<file path="src/rtl/rx_da_screen_pkg.sv">
package rx_da_screen_pkg;

  // Aggregate filter: exact match, broadcast, group, or take-all.
  function automatic logic screen_verdict(input logic exact, input logic all_ones,
                                          input logic group_bit, input logic en_bc,
                                          input logic en_mc, input logic en_all);
    logic is_group;
    is_group = group_bit & ~all_ones;
    return exact | (all_ones & en_bc) | (is_group & en_mc) | en_all;
  endfunction

  // Group flag reported only for accepted non-broadcast group addresses.
  function automatic logic group_flag(input logic accepted, input logic all_ones,
                                      input logic group_bit);
    return accepted & group_bit & ~all_ones;
  endfunction

endpackage

</file>
<file path="src/rtl/rx_da_lane.sv">
module rx_da_lane #(
  parameter int ADDR_BITS = 48,
  parameter int CNT_W     = 6,
  parameter int LANE      = 0
) (
  input  logic                 lane_en,
  input  logic [CNT_W-1:0]     base_cnt,
  input  logic                 bit_in,
  input  logic [ADDR_BITS-1:0] station_addr,
  output logic                 hit,
  output logic                 one
);
  logic [CNT_W:0]         pos;
  logic                   in_range;
  logic [ADDR_BITS-1:0]   shifted;

  always_comb begin
    pos      = {1'b0, base_cnt} + (CNT_W+1)'(LANE);
    in_range = lane_en && (pos < (CNT_W+1)'(ADDR_BITS));
    shifted  = station_addr >> pos;
    hit      = ~in_range | (bit_in == shifted[0]);
    one      = ~in_range | bit_in;
  end
endmodule

</file>
<file path="src/rtl/rx_da_verdict.sv">
module rx_da_verdict
  import rx_da_screen_pkg::*;
(
  input  logic clk,
  input  logic rst_n,
  input  logic sof,
  input  logic full_now,
  input  logic short_end,
  input  logic match_n,
  input  logic ones_n,
  input  logic group_n,
  input  logic cfg_accept_bcast,
  input  logic cfg_accept_mcast,
  input  logic cfg_promisc,
  output logic decision_valid,
  output logic frame_accept,
  output logic mcast_seen
);
  logic acc_n;

  always_comb acc_n = screen_verdict(match_n, ones_n, group_n,
                                     cfg_accept_bcast, cfg_accept_mcast, cfg_promisc);

  always_ff @(posedge clk or negedge rst_n) begin
    if (!rst_n) begin
      decision_valid <= 1'b0;
      frame_accept   <= 1'b0;
      mcast_seen     <= 1'b0;
    end else if (full_now) begin
      decision_valid <= 1'b1;
      frame_accept   <= acc_n;
      mcast_seen     <= group_flag(acc_n, ones_n, group_n);
    end else if (short_end) begin
      decision_valid <= 1'b1;
      frame_accept   <= 1'b0;
      mcast_seen     <= 1'b0;
    end else if (sof) begin
      decision_valid <= 1'b0;
      frame_accept   <= 1'b0;
      mcast_seen     <= 1'b0;
    end
  end

  assert_accept_has_valid_R8: assert property (@(posedge clk) disable iff (!rst_n)
    frame_accept |-> decision_valid);
  assert_group_flag_R6: assert property (@(posedge clk) disable iff (!rst_n)
    mcast_seen |-> frame_accept);
  assert_take_all_R5: assert property (@(posedge clk) disable iff (!rst_n)
    (full_now && cfg_promisc) |=> frame_accept);
  assert_short_reject_R9: assert property (@(posedge clk) disable iff (!rst_n)
    (short_end && !full_now) |=> (decision_valid && !frame_accept && !mcast_seen));
  assert_bcast_gate_R3: assert property (@(posedge clk) disable iff (!rst_n)
    (full_now && ones_n && !cfg_accept_bcast && !cfg_promisc && !match_n) |=> !frame_accept);
endmodule

</file>
<file path="src/rtl/rx_da_screen.sv">
module rx_da_screen #(
  parameter int ADDR_BITS = 48,
  parameter int BEAT_W    = 8
) (
  input  logic                 clk,
  input  logic                 rst_n,
  input  logic                 sof,
  input  logic                 eof,
  input  logic                 beat_valid,
  input  logic                 byte_mode,
  input  logic [BEAT_W-1:0]    din,
  input  logic [ADDR_BITS-1:0] station_addr,
  input  logic                 cfg_accept_bcast,
  input  logic                 cfg_accept_mcast,
  input  logic                 cfg_promisc,
  output logic                 decision_valid,
  output logic                 frame_accept,
  output logic                 mcast_seen
);
  localparam int CNT_W = $clog2(ADDR_BITS + 1);
  localparam int SUM_W = CNT_W + 1;

  logic [CNT_W-1:0]  cnt_q, base_cnt, cnt_n;
  logic [SUM_W-1:0]  sum;
  logic              open_q, base_open, take;
  logic              match_q, ones_q, group_q;
  logic              base_match, base_ones, base_group;
  logic              match_n, ones_n, group_n;
  logic              full_now, short_end;
  logic [BEAT_W-1:0] lane_en, lane_hit, lane_one;

  always_comb begin
    base_open  = sof | open_q;
    base_cnt   = sof ? '0 : cnt_q;
    base_match = sof | match_q;
    base_ones  = sof | ones_q;
    base_group = sof ? 1'b0 : group_q;
    take       = beat_valid & base_open;
  end

  genvar k;
  generate
    for (k = 0; k < BEAT_W; k++) begin : g_lane
      if (k == 0) begin : g_first
        assign lane_en[k] = take;
      end else begin : g_rest
        assign lane_en[k] = take & byte_mode;
      end
      rx_da_lane #(.ADDR_BITS(ADDR_BITS), .CNT_W(CNT_W), .LANE(k)) lane_i (
        .lane_en      (lane_en[k]),
        .base_cnt     (base_cnt),
        .bit_in       (din[k]),
        .station_addr (station_addr),
        .hit          (lane_hit[k]),
        .one          (lane_one[k])
      );
    end
  endgenerate

  always_comb begin
    sum = {1'b0, base_cnt};
    if (take) sum = sum + (byte_mode ? SUM_W'(BEAT_W) : SUM_W'(1));
    cnt_n     = (sum >= SUM_W'(ADDR_BITS)) ? CNT_W'(ADDR_BITS) : sum[CNT_W-1:0];
    match_n   = base_match & (&lane_hit);
    ones_n    = base_ones & (&lane_one);
    group_n   = (take && base_cnt == '0) ? din[0] : base_group;
    full_now  = take && (cnt_n == CNT_W'(ADDR_BITS));
    short_end = eof && base_open && !full_now;
  end

  always_ff @(posedge clk or negedge rst_n) begin
    if (!rst_n) begin
      cnt_q   <= '0;
      open_q  <= 1'b0;
      match_q <= 1'b1;
      ones_q  <= 1'b1;
      group_q <= 1'b0;
    end else begin
      cnt_q   <= cnt_n;
      open_q  <= base_open & ~(full_now | short_end);
      match_q <= match_n;
      ones_q  <= ones_n;
      group_q <= group_n;
    end
  end

  rx_da_verdict verdict_i (
    .clk              (clk),
    .rst_n            (rst_n),
    .sof              (sof),
    .full_now         (full_now),
    .short_end        (short_end),
    .match_n          (match_n),
    .ones_n           (ones_n),
    .group_n          (group_n),
    .cfg_accept_bcast (cfg_accept_bcast),
    .cfg_accept_mcast (cfg_accept_mcast),
    .cfg_promisc      (cfg_promisc),
    .decision_valid   (decision_valid),
    .frame_accept     (frame_accept),
    .mcast_seen       (mcast_seen)
  );

  assert_hold_R8: assert property (@(posedge clk) disable iff (!rst_n)
    (decision_valid && !sof) |=> (decision_valid && $stable(frame_accept) && $stable(mcast_seen)));
  assert_sof_clears_R8: assert property (@(posedge clk) disable iff (!rst_n)
    (sof && !eof) |=> !decision_valid);
  assert_closed_ignores_R10: assert property (@(posedge clk) disable iff (!rst_n)
    (!sof && !open_q) |=> $stable(cnt_q));
  assert_count_bound_R7: assert property (@(posedge clk) disable iff (!rst_n)
    cnt_q <= CNT_W'(ADDR_BITS));
endmodule

</file>
<file path="config.mk">
export PLATFORM = sky130hd
export DESIGN_NAME = rx_da_screen
export DESIGN_NICKNAME = d
export VERILOG_FILES = /design/src/rtl/rx_da_screen_pkg.sv /design/src/rtl/rx_da_lane.sv /design/src/rtl/rx_da_verdict.sv /design/src/rtl/rx_da_screen.sv
export SDC_FILE = /design/constraint.sdc
export NUM_CORES = 1
export LEC_CHECK = 0
export BUFFER_PORTS_ARGS = -buffer_cell sky130_fd_sc_hd__buf_2
export CAP_MARGIN = 0
export CORE_MARGIN = 3
export CORE_UTILIZATION = 43
export CTS_BUF_LIST = sky130_fd_sc_hd__clkbuf_4 sky130_fd_sc_hd__clkbuf_8
export DETAILED_ROUTE_END_ITERATION = 6
export PLACE_DENSITY = 0.72
export SYNTH_ARGS = -nofsm -noshare
export SYNTH_HDL_FRONTEND = slang
export SYNTH_SLANG_ARGS = --single-unit
</file>
<file path="constraint.sdc">
create_clock -name clk -period 3.3 [get_ports clk]
set_input_delay 0.66 -clock clk [delete_from_list [all_inputs] [get_ports clk]]
set_output_delay 0.66 -clock clk [all_outputs]
set_load 0.1 [all_outputs]
</file>
Word-level counts from Yosys, hierarchy flattened
Cells that the tools add are included.
Widths: inputs -> output; s select.
{"block": "op_classes", "n_addsub": 8, "n_lt_le_gt_ge": 9, "n_eq_ne": 9, "shifts": 8, "n_mux": 12, "bitwise_logic": 43, "reduce_logical": 17}
{"op": "$shr 48x7->1", "n": 7}
{"op": "$lt 7x6->1 const B", "n": 7}
{"op": "$shr 48x6->1", "n": 1}
{"op": "$add 6x3->7 const B", "n": 4}
{"op": "$or 1x1->1", "n": 23}
{"op": "$reduce_and 8->1", "n": 2}
{"op": "$add 6x2->7 const B", "n": 2}
{"op": "$logic_and 1x1->1", "n": 12}
{"op": "$mux 6", "n": 2}
{"op": "$and 1x1->1", "n": 10}
{"op": "$not 1->1", "n": 10}
{"op": "$eq 1x1->1", "n": 8}
{"op": "$mux 1", "n": 8}
{"op": "$add 6x1->7 const B", "n": 1}
{"op": "$add 6x4->7", "n": 1}
{"op": "$ge 7x6->1 const B", "n": 1}
{"op": "$mux 7", "n": 1}
{"op": "$eq 6x6->1 const B", "n": 1}
{"op": "$logic_not 6->1", "n": 1}
{"op": "$lt 6x6->1 const B", "n": 1}
{"op": "$mux 4", "n": 1}
{"op": "$reduce_bool 3->1", "n": 1}
{"op": "$logic_not 1->1", "n": 1}
{"block": "totals", "ff_bits": 13, "inputBits": 65, "output_inout_bits": 3, "word_cells": 114}

Depth between registers and ports, before layout
Gate-level depths: netlist of the first run.
{"block": "depth", "word_depth": 16, "depth_mapped": 16}

Hierarchy
A second synthesis of the first run with hierarchy kept.
{"block": "hier_totals", "hier_cells": 475, "hier_area_um2": 4999.8}
{"module": "rx_da_screen", "instances": 1, "cells_each": 81, "area_each_um2": 742.0, "seq_area_each_um2": 252.7}
{"module": "rx_da_lane (g_lane[5].lane_i)", "instances": 1, "cells_each": 59, "area_each_um2": 605.6, "seq_area_each_um2": 0.0}
{"module": "rx_da_lane (g_lane[0].lane_i)", "instances": 1, "cells_each": 50, "area_each_um2": 533.0, "seq_area_each_um2": 0.0}
{"module": "rx_da_lane (g_lane[4].lane_i)", "instances": 1, "cells_each": 52, "area_each_um2": 520.5, "seq_area_each_um2": 0.0}
{"module": "rx_da_lane (g_lane[2].lane_i)", "instances": 1, "cells_each": 46, "area_each_um2": 513.0, "seq_area_each_um2": 0.0}
{"module": "rx_da_lane (g_lane[1].lane_i)", "instances": 1, "cells_each": 42, "area_each_um2": 509.2, "seq_area_each_um2": 0.0}
{"module": "rx_da_lane (g_lane[6].lane_i)", "instances": 1, "cells_each": 46, "area_each_um2": 495.5, "seq_area_each_um2": 0.0}
{"module": "rx_da_lane (g_lane[3].lane_i)", "instances": 1, "cells_each": 43, "area_each_um2": 489.2, "seq_area_each_um2": 0.0}
{"module": "rx_da_lane (g_lane[7].lane_i)", "instances": 1, "cells_each": 41, "area_each_um2": 442.9, "seq_area_each_um2": 0.0}
{"module": "rx_da_verdict", "instances": 1, "cells_each": 15, "area_each_um2": 148.9, "seq_area_each_um2": 75.1}

Worst setup path before layout of the first run
Ideal clock, no wire load.
{"block": "synth_path", "path_kind": "in2reg", "from": "input port sof", "to": "register verdict_i.frame_accept", "arrival_time_ns": 3.005, "t_required_ns": 3.158, "slack_ns": 0.153, "stages": 14, "path_buffers": 5, "path_cell_list": "nand2b_4 -> buf_12 -> inv_8 -> buf_12 -> buf_12 -> buf_2 -> ha_1 -> a41oi_1 -> o21ai_0 -> and2_1 -> clkbuf_1 -> nand2_1 -> a2111oi_1 -> a22oi_2"}
{"block": "synth_between", "elab_chain_len": 14}
{"item": "from (decl)", "line_no": "rx_da_screen.sv:7", "rtl": "input logic sof,"}
{"item": "$mux 6 or $or 1x1->1 (tied branches)", "line_no": "rx_da_screen.sv:34, rx_da_screen.sv:33"}
{"item": "$add 6x1->7 (tied with other cells)", "line_no": "rx_da_lane.sv:18", "rtl": "pos = {1'b0, base_cnt} + (CNT_W+1)'(LANE);"}
{"item": "$lt 7x6->1 or $and 1x1->1 (tied branches)", "line_no": "rx_da_lane.sv:19, rx_da_screen.sv:47"}
{"item": "$logic_and 1x1->1", "line_no": "rx_da_lane.sv:19", "rtl": "in_range = lane_en && (pos < (CNT_W+1)'(ADDR_BITS));"}
{"item": "$not 1->1", "line_no": "rx_da_lane.sv:21, rx_da_lane.sv:22"}
{"item": "$or 1x1->1", "line_no": "rx_da_lane.sv:22", "rtl": "one = ~in_range | bit_in;"}
{"item": "$reduce_and 8->1", "line_no": "rx_da_screen.sv:65", "rtl": "ones_n = base_ones & (&lane_one);"}
{"item": "$and 1x1->1", "line_no": "rx_da_screen.sv:65"}
{"item": "$not 1->1", "line_no": "rx_da_screen_pkg.sv:8", "rtl": "is_group = group_bit & ~all_ones;"}
{"item": "$and 1x1->1", "line_no": "rx_da_screen_pkg.sv:8"}
{"item": "$and 1x1->1", "line_no": "rx_da_screen_pkg.sv:9", "rtl": "return exact | (all_ones & en_bc) | (is_group & en_mc) | en_all;"}
{"item": "$or 1x1->1 (2 in a row)", "line_no": "rx_da_screen_pkg.sv:9"}
{"item": "$mux 1", "line_no": "rx_da_verdict.sv:29", "rtl": "end else if (full_now) begin"}
{"item": "to (signal assigned)", "line_no": "rx_da_verdict.sv:31", "rtl": "frame_accept <= acc_n;"}
{"item": "to (decl)", "line_no": "rx_da_verdict.sv:16", "rtl": "output logic frame_accept,"}
Several ways; a longest one is shown, not always the timed one.
A chain may end at the register's enable or synchronous reset.

Worst setup path after layout of the first run
{"block": "layout_path", "from": "input port sof", "to": "register verdict_i.frame_accept"}
{"block": "layout_between", "elab_chain_len": 14}
{"item": "$mux 6 or $or 1x1->1 (tied branches)", "line_no": "rx_da_screen.sv:34, rx_da_screen.sv:33"}
{"item": "$add 6x1->7 (tied with other cells)", "line_no": "rx_da_lane.sv:18"}
{"item": "$lt 7x6->1 or $and 1x1->1 (tied branches)", "line_no": "rx_da_lane.sv:19, rx_da_screen.sv:47"}
{"item": "$logic_and 1x1->1", "line_no": "rx_da_lane.sv:19"}
{"item": "$not 1->1", "line_no": "rx_da_lane.sv:22"}
{"item": "$or 1x1->1", "line_no": "rx_da_lane.sv:22"}
{"item": "$reduce_and 8->1", "line_no": "rx_da_screen.sv:65"}
{"item": "$and 1x1->1 *", "line_no": "rx_da_screen.sv:65"}
{"item": "net ones_n", "line_no": "rx_da_screen.sv:28", "rtl": "logic match_n, ones_n, group_n;"}
{"item": "$not 1->1", "line_no": "rx_da_screen_pkg.sv:8"}
{"item": "$and 1x1->1", "line_no": "rx_da_screen_pkg.sv:8"}
{"item": "$and 1x1->1", "line_no": "rx_da_screen_pkg.sv:9"}
{"item": "$or 1x1->1 * (2 in a row)", "line_no": "rx_da_screen_pkg.sv:9"}
{"item": "$mux 1 *", "line_no": "rx_da_verdict.sv:29"}
Mark *: on every way through the listed nets, which the timed path passes. The rest lies on a longest branch.

==> impl_metrics.env, run 1 <==
export IMPL_overflow=0
export IMPL_clk_pin_slew_ns=0.05
export IMPL_die_x_um=103
export IMPL_crit_chain="buf_2, buf_4, inv_2, nand2_1, inv_2, nand2_1, nor3_1, nand3b_1, a31o_2, and3_1, nor2_1, a2111oi_1, buf_4, a22oi_2"
export IMPL_tritoncts="built"
export IMPL_synthDistinctLibCells=89
export IMPL_cp_slowest_stage_delay_ns=0.44
export IMPL_cp_start_kind="input pin"
export IMPL_post_drt_wl_per_cell_um=23.4
export IMPL_portBuffers=67
export IMPL_fin_util_pct=53.7
export IMPL_die_area_mm2=0.0107
export IMPL_seq_area_um2=329
export IMPL_antenna_found_initial=0
export IMPL_antenna_cells=0
export IMPL_tns_ns=0
export IMPL_cts_resized=0
export IMPL_clk_latency_ns=0.24
export IMPL_syn_inst=500
export IMPL_rsz0062_at_grt="no"
export IMPL_n_fill_cell=864
export IMPL_drt_iter0_drc=606
export IMPL_synthFlopType="dfrtp_1"
export IMPL_clock_tree_buffer_depth=2
export IMPL_hold_path_class="in2async"
export IMPL_status="completed"
export IMPL_yosysWarnings=0
export IMPL_end_kind="register"
export IMPL_reg2reg_slack_ns=0.27
export IMPL_cp_max_fo=11
export IMPL_die_h_um=103
export IMPL_fin_area_mm2=0.00482
export IMPL_initial_core_util_pct=45.4
export IMPL_ys_seq_elements=13
export IMPL_drv_cap=0
export IMPL_synth_edf_count=0
export IMPL_htree_levels=1
export IMPL_cts_root_buf="clkbuf_8"
export IMPL_maxSlewViolCount=0
export IMPL_cts_buffers=3
export IMPL_viasPerCell=6.99
export IMPL_grt_pass1_wl_um=25700
export IMPL_core_rowCount=34
export IMPL_wl_um=16700
export IMPL_max_freq_mhz=323
export IMPL_relSlewSlack_pct=58.2
export IMPL_setup_viol=0
export IMPL_worstPathRequired_ns=3.42
export IMPL_fin_crit_sh_pct=93.8
export IMPL_grt_start_max_net_pins=36
export IMPL_ctsHoldBuffers=0
export IMPL_netlist_area_leader_share_pct=8.85
export IMPL_clock_sinks=13
export IMPL_synth_area_leaders="mux2i_1 (8.9%), mux4_2 (8.3%), dfrtp_1 (6.8%), mux4_1 (5.2%), mux2_2 (4.4%)"
export IMPL_worst_path_buf_inv=5
export IMPL_syn_area_per_cell_um2=8.14
export IMPL_vias=4977
export IMPL_synthArstFlopShare_pct=100
export IMPL_drt_pass1_iterations=5
export IMPL_p_leak_nw=1.90
export IMPL_drc=0
export IMPL_synth_most_common_cell="nor2_1"
export IMPL_ant_nets=0
export IMPL_syn_to_final_growth_pct=18.4
export IMPL_peakVddDrop_uv=305
export IMPL_slowest_stage="nor3_1"
export IMPL_clock_skew_ns=0.00110
export IMPL_min_period_ns=3.09
export IMPL_preCtsSetupSlack_ns=-0.0177
export IMPL_yosysTopAreaCell="mux2i_1"
export IMPL_synth_common_cells="nor2_1 (41), nand2_1 (39), mux2i_1 (36)"
export IMPL_ys_seq_area_share_pct=8.05
export IMPL_crit_type="in2reg"
export IMPL_nNetsFinal=654
export IMPL_grt_use_total_pct=31.0
export IMPL_postCtsSetupBuffers=0
export IMPL_hpwl_um=13100
export IMPL_arrival_ns=3.22
export IMPL_syn_area_mm2=0.00407
export IMPL_holdWs_ns=0.291
export IMPL_powerDensity_mw_per_mm2=204
export IMPL_core_mm2=0.00898
export IMPL_gp_congestion=1.06
export IMPL_layout_drive_gt1_share_pct=32.6
export IMPL_grt_pass1_vias=4655
export IMPL_multiInputGateArea_mm2=0.00337
export IMPL_worstMarginPinSlew_ns=0.620
export IMPL_path_delay_family="simple AND/OR/NAND/NOR gates"
export IMPL_io_pins=68
export IMPL_worst_slack_ns=0.206
export IMPL_finalHoldViolCount=0
export IMPL_syn_num_nets=567
export IMPL_dpl_instance_area_mm2=0.00477
==> registers in the layout, summed over array words and instances (netlist names) <==
name	count
cnt_q	6
open_q	1
verdict_i.decision_valid	1
ones_q	1
verdict_i.mcast_seen	1
match_q	1
verdict_i.frame_accept	1
group_q	1
==> worst reg2reg max path, cell delays in order, from the launching register on <==
cell,delay (ns)
dfrtp_1,0.44
or2_2,0.31
o21ai_0,0.51
a221o_1,0.28
nor4_1,0.06
buf_4,0.14
o32a_1,0.36
mux2_1,0.32
nor3_1,0.17
nand4_2,0.17
a22oi_2,0.18
==> cell type report <==
| type | count | share of cell area, % |
|---|---|---|
| Tap cell | 126 | 3.27 |
| Inverter | 12 | 1.09 |
| Sequential cell | 13 | 6.83 |
| Multi-Input combinational cell | 425 | 69.9 |
| Timing Repair Buffer | 132 | 17.9 |
| Clock buffer | 4 | 1.01 |
==> report_power, final <==
group          leakage [nW]  switching [mW]  internal [mW]  total, mW
clock                0.0262          0.0552         0.0935      0.149
combinational          1.71           0.370          0.277      0.647
sequential            0.166          0.0133          0.175      0.189
total                  1.90           0.439          0.546      0.984
==> placed cells by master, fill, tap and decap left out, types with 5 or more instances in the layout <==
cell,instances
a211oi_1,10
a21oi_1,18
a22oi_1,5
a31oi_1,5
and2_1,5
buf_2,67
buf_4,62
dfrtp_1,10
inv_1,8
mux2_2,16
mux2i_1,36
mux4_1,8
mux4_2,15
nand2_1,39
nand2b_1,6
nand3_1,11
nor2_1,41
nor2b_1,12
nor3_1,14
nor3b_1,7
nor4_1,5
o211ai_1,9
o21a_1,6
o21ai_0,22
o221ai_1,10
o22ai_1,17
==> final timing paths <==
kind | startpoint | endpoint | depth (start not counted)
worst max-delay path | sof | verdict_i.frame_accept$_DFFE_PN0P_ | 14
worst min-delay path | rst_n | cnt_q[4]$_DFF_PN0_ | 1
worst max register to register | cnt_q[2]$_DFF_PN0_ | verdict_i.frame_accept$_DFFE_PN0P_ | 10
worst min register to register | verdict_i.decision_valid$_DFFE_PN0P_ | verdict_i.decision_valid$_DFFE_PN0P_ | 2
max in group asynchronous | rst_n | ones_q$_DFF_PN1_ | 1
min in group clk | verdict_i.decision_valid$_DFFE_PN0P_ | verdict_i.decision_valid$_DFFE_PN0P_ | 2
==> kinds of logic after synthesis <==
kind of cell / count (synthesis) / synth area share (%)
and+or+nand+nor: 168 / 21.6
muxes: 76 / 27.0
AOI/OAI and AO/OA: 174 / 32.5
adders and majority gates: 2 / 0.615
DFF: 13 / 8.05
buffers and inverters: 62 / 9.16
xor gates and xnor gates: 5 / 1.08
==> stage by stage <==
stage                     std cells  power [mW]
final                           712       0.984
after global routing            712        1.04
after CTS                       712       0.974
after detailed placement        708       0.819
after global placement          708       0.815
after floorplan                 500       0.598
==> routing by layer <==
metal	global-route usage [%]	up-vias	routed length, um
met5	0	-	0
met4	11.9	0	737
met3	3.69	67	1900
met2	49.4	414	7610
met1	43.1	2300	6440
li1	-	2196	-
(Power assumes the default switching activity.)
==> run 2, diff against run 1 <==
--- a/config.mk
+++ b/config.mk
@@ -11,7 +11,7 @@
 export CORE_UTILIZATION = 43
 export CTS_BUF_LIST = sky130_fd_sc_hd__clkbuf_4 sky130_fd_sc_hd__clkbuf_8
 export DETAILED_ROUTE_END_ITERATION = 6
-export PLACE_DENSITY = 0.72
+export PLACE_DENSITY = 0.64
 export SYNTH_ARGS = -nofsm -noshare
 export SYNTH_HDL_FRONTEND = slang
 export SYNTH_SLANG_ARGS = --single-unit
==> impl_metrics.env, run 2 (synthesized netlist as in run 1, its figures left out) <==
export IMPL_status="completed"
export IMPL_holdWs_ns=0.302
export IMPL_hold_path_class="in2async"
export IMPL_p_leak_nw=1.92
export IMPL_worst_path_buf_inv=2
export IMPL_final_common_cell="buf_2"
export IMPL_min_period_ns=3.23
export IMPL_seq_power_share_pct=18.7
export IMPL_nNetsFinal=653
export IMPL_drv_cap=0
export IMPL_clkPwrFrac_pct=14.6
export IMPL_cts_root_buf="clkbuf_8"
export IMPL_cp_slowest_stage_delay_ns=0.52
export IMPL_htree_levels=1
export IMPL_vias=4983
export IMPL_worstPathRequired_ns=3.40
export IMPL_powerDensity_mw_per_mm2=207
export IMPL_clk_pin_slew_ns=0.05
export IMPL_maxSlewViolCount=0
export IMPL_finalHoldViolCount=0
export IMPL_arrival_ns=3.33
export IMPL_die_x_um=103
export IMPL_clock_sinks=13
export IMPL_fin_area_mm2=0.00487
export IMPL_crit_chain="buf_4, clkinv_1, nand4_1, nand3_1, o21ai_0, a22oi_1, a2111oi_0, nor3_1, nand4_2, a21oi_1"
export IMPL_grt_use_total_pct=33.0
export IMPL_antenna_cells=0
export IMPL_tritoncts="built"
export IMPL_cp_max_fo=24
export IMPL_peakVddDrop_uv=378
export IMPL_portBuffers=67
export IMPL_core_rowCount=34
export IMPL_cp_start_kind="register"
export IMPL_die_area_mm2=0.0107
export IMPL_stdcell_count=711
export IMPL_hpwl_um=13900
export IMPL_dpl_instance_area_mm2=0.00481
export IMPL_grt_start_max_net_pins=41
export IMPL_io_pins=68
export IMPL_cts_buffers=3
export IMPL_core_mm2=0.00898
export IMPL_clock_skew_ns=0.00187
export IMPL_ant_nets=0
export IMPL_die_h_um=103
export IMPL_drt_iter0_drc=574
export IMPL_end_kind="register"
export IMPL_ctsHoldBuffers=0
export IMPL_dp_cells=707
export IMPL_grt_pass1_wl_um=27100
export IMPL_crit_type="reg2reg"
export IMPL_slowest_stage="dfrtp_1"
export IMPL_drt_pass1_iterations=5
export IMPL_setup_viol=0
export IMPL_layout_drive_gt1_share_pct=32.5
export IMPL_clk_latency_ns=0.24
export IMPL_pwr_share_comb_pct=66.7
export IMPL_syn_to_final_growth_pct=19.7
export IMPL_overflow=0
export IMPL_grt_pass1_vias=4675
export IMPL_antenna_found_initial=0
export IMPL_relSlewSlack_pct=63.3
export IMPL_worstMarginPinSlew_ns=0.548
export IMPL_most_common_layout_cells="buf_2 (67), buf_4 (57), nor2_1 (41)"
export IMPL_viasPerCell=7.01
export IMPL_post_drt_wl_per_cell_um=24.8
export IMPL_initial_core_util_pct=45.4
export IMPL_intPower_mw=0.561
export IMPL_netSwitchingPower_mw=0.448
export IMPL_regMostFlops="cnt_q"
export IMPL_drc=0
export IMPL_rsz0062_at_grt="no"
export IMPL_switching_share_pct=44.4
export IMPL_postCtsSetupBuffers=0
export IMPL_wl_um=17700
export IMPL_path_delay_family="compound AO/OA/AOI/OAI gates"
export IMPL_max_freq_mhz=310
export IMPL_cts_resized=0
export IMPL_gp_congestion=0.997
export IMPL_clock_tree_buffer_depth=2
export IMPL_n_fill_cell=856
export IMPL_fin_crit_sh_pct=97.8
export IMPL_largest_reg_flops=6
==> run 2: cell count changes in the layout (fill, tap and decap cells not counted), sizes merged <==
cell | before | now
buf | 132 | 131
==> run 2: cell type report <==
class / instances / area [um^2] / share of cell area (%)
Timing Repair Buffer: 131 / 903 / 18.5
Tap cell: 126 / 158 / 3.24
Sequential cell: 13 / 329 / 6.75
Clock buffer: 4 / 48.8 / 1.00
Inverter: 12 / 52.6 / 1.08
Multi-Input combinational cell: 425 / 3380 / 69.4
==> run 2: per-stage QoR <==
| stage | power [mW] | worst slack [ns] | util, % | TNS (ns) |
|---|---|---|---|---|
| 2_1_floorplan | 0.598 | 0.153 | - | 0 |
| 3_3_place_gp | 0.845 | -0.0733 | 53.6 | -0.124 |
| 3_5_place_dp | 0.843 | -0.0737 | 53.6 | -0.140 |
| 4_1_cts | 0.995 | 0.176 | 54.2 | 0 |
| 5_1_grt | 1.06 | 0.00817 | 54.3 | 0 |
| 6_report | 1.01 | 0.0728 | 54.3 | 0 |
==> run 2: metal layers <==
metal / vias up / share of wire [%] / GRT usage (%)
met4: 0 / 2.7 / 8.96
met5: - / 0 / 0
met1: 2410 / 41 / 47.7
li1: 2194 / - / -
met3: 34 / 11 / 4.02
met2: 345 / 45 / 51.8
==> run 2: worst paths after layout <==
path                                                      startpoint                                   end  slack (ns)  depth (start not counted)
worst min-delay path                                           rst_n    verdict_i.frame_accept$_DFFE_PN0P_        0.30                          1
worst min register to register  verdict_i.decision_valid$_DFFE_PN0P_  verdict_i.decision_valid$_DFFE_PN0P_        0.50                          2
worst max register to register                    cnt_q[2]$_DFF_PN0_      verdict_i.mcast_seen$_DFFE_PN0P_        0.07                         10
worst max-delay path                              cnt_q[2]$_DFF_PN0_      verdict_i.mcast_seen$_DFFE_PN0P_        0.07                         10
max in group asynchronous                                      rst_n                      ones_q$_DFF_PN1_        2.72                          1
min in group clk                verdict_i.decision_valid$_DFFE_PN0P_  verdict_i.decision_valid$_DFFE_PN0P_        0.50                          2
==> run 2: power groups by stage <==
stage | Combinational (mW) | Clock (mW) | Sequential [mW]
global placement | 0.654 | 0 | 0.191
finish | 0.673 | 0.147 | 0.188
global route | 0.712 | 0.158 | 0.190
CTS | 0.656 | 0.151 | 0.188
detailed placement | 0.652 | 0 | 0.191
floorplan | 0.405 | 0 | 0.193
==> run 2: worst reg2reg max path: stages (launching register included) <==
cell and delay [ns]:
dfrtp_1 0.52, buf_4 0.38, clkinv_1 0.46, nand4_1 0.22, nand3_1 0.09, o21ai_0 0.40, a22oi_1 0.21, a2111oi_0 0.44
nor3_1 0.13, nand4_2 0.15, a21oi_1 0.09
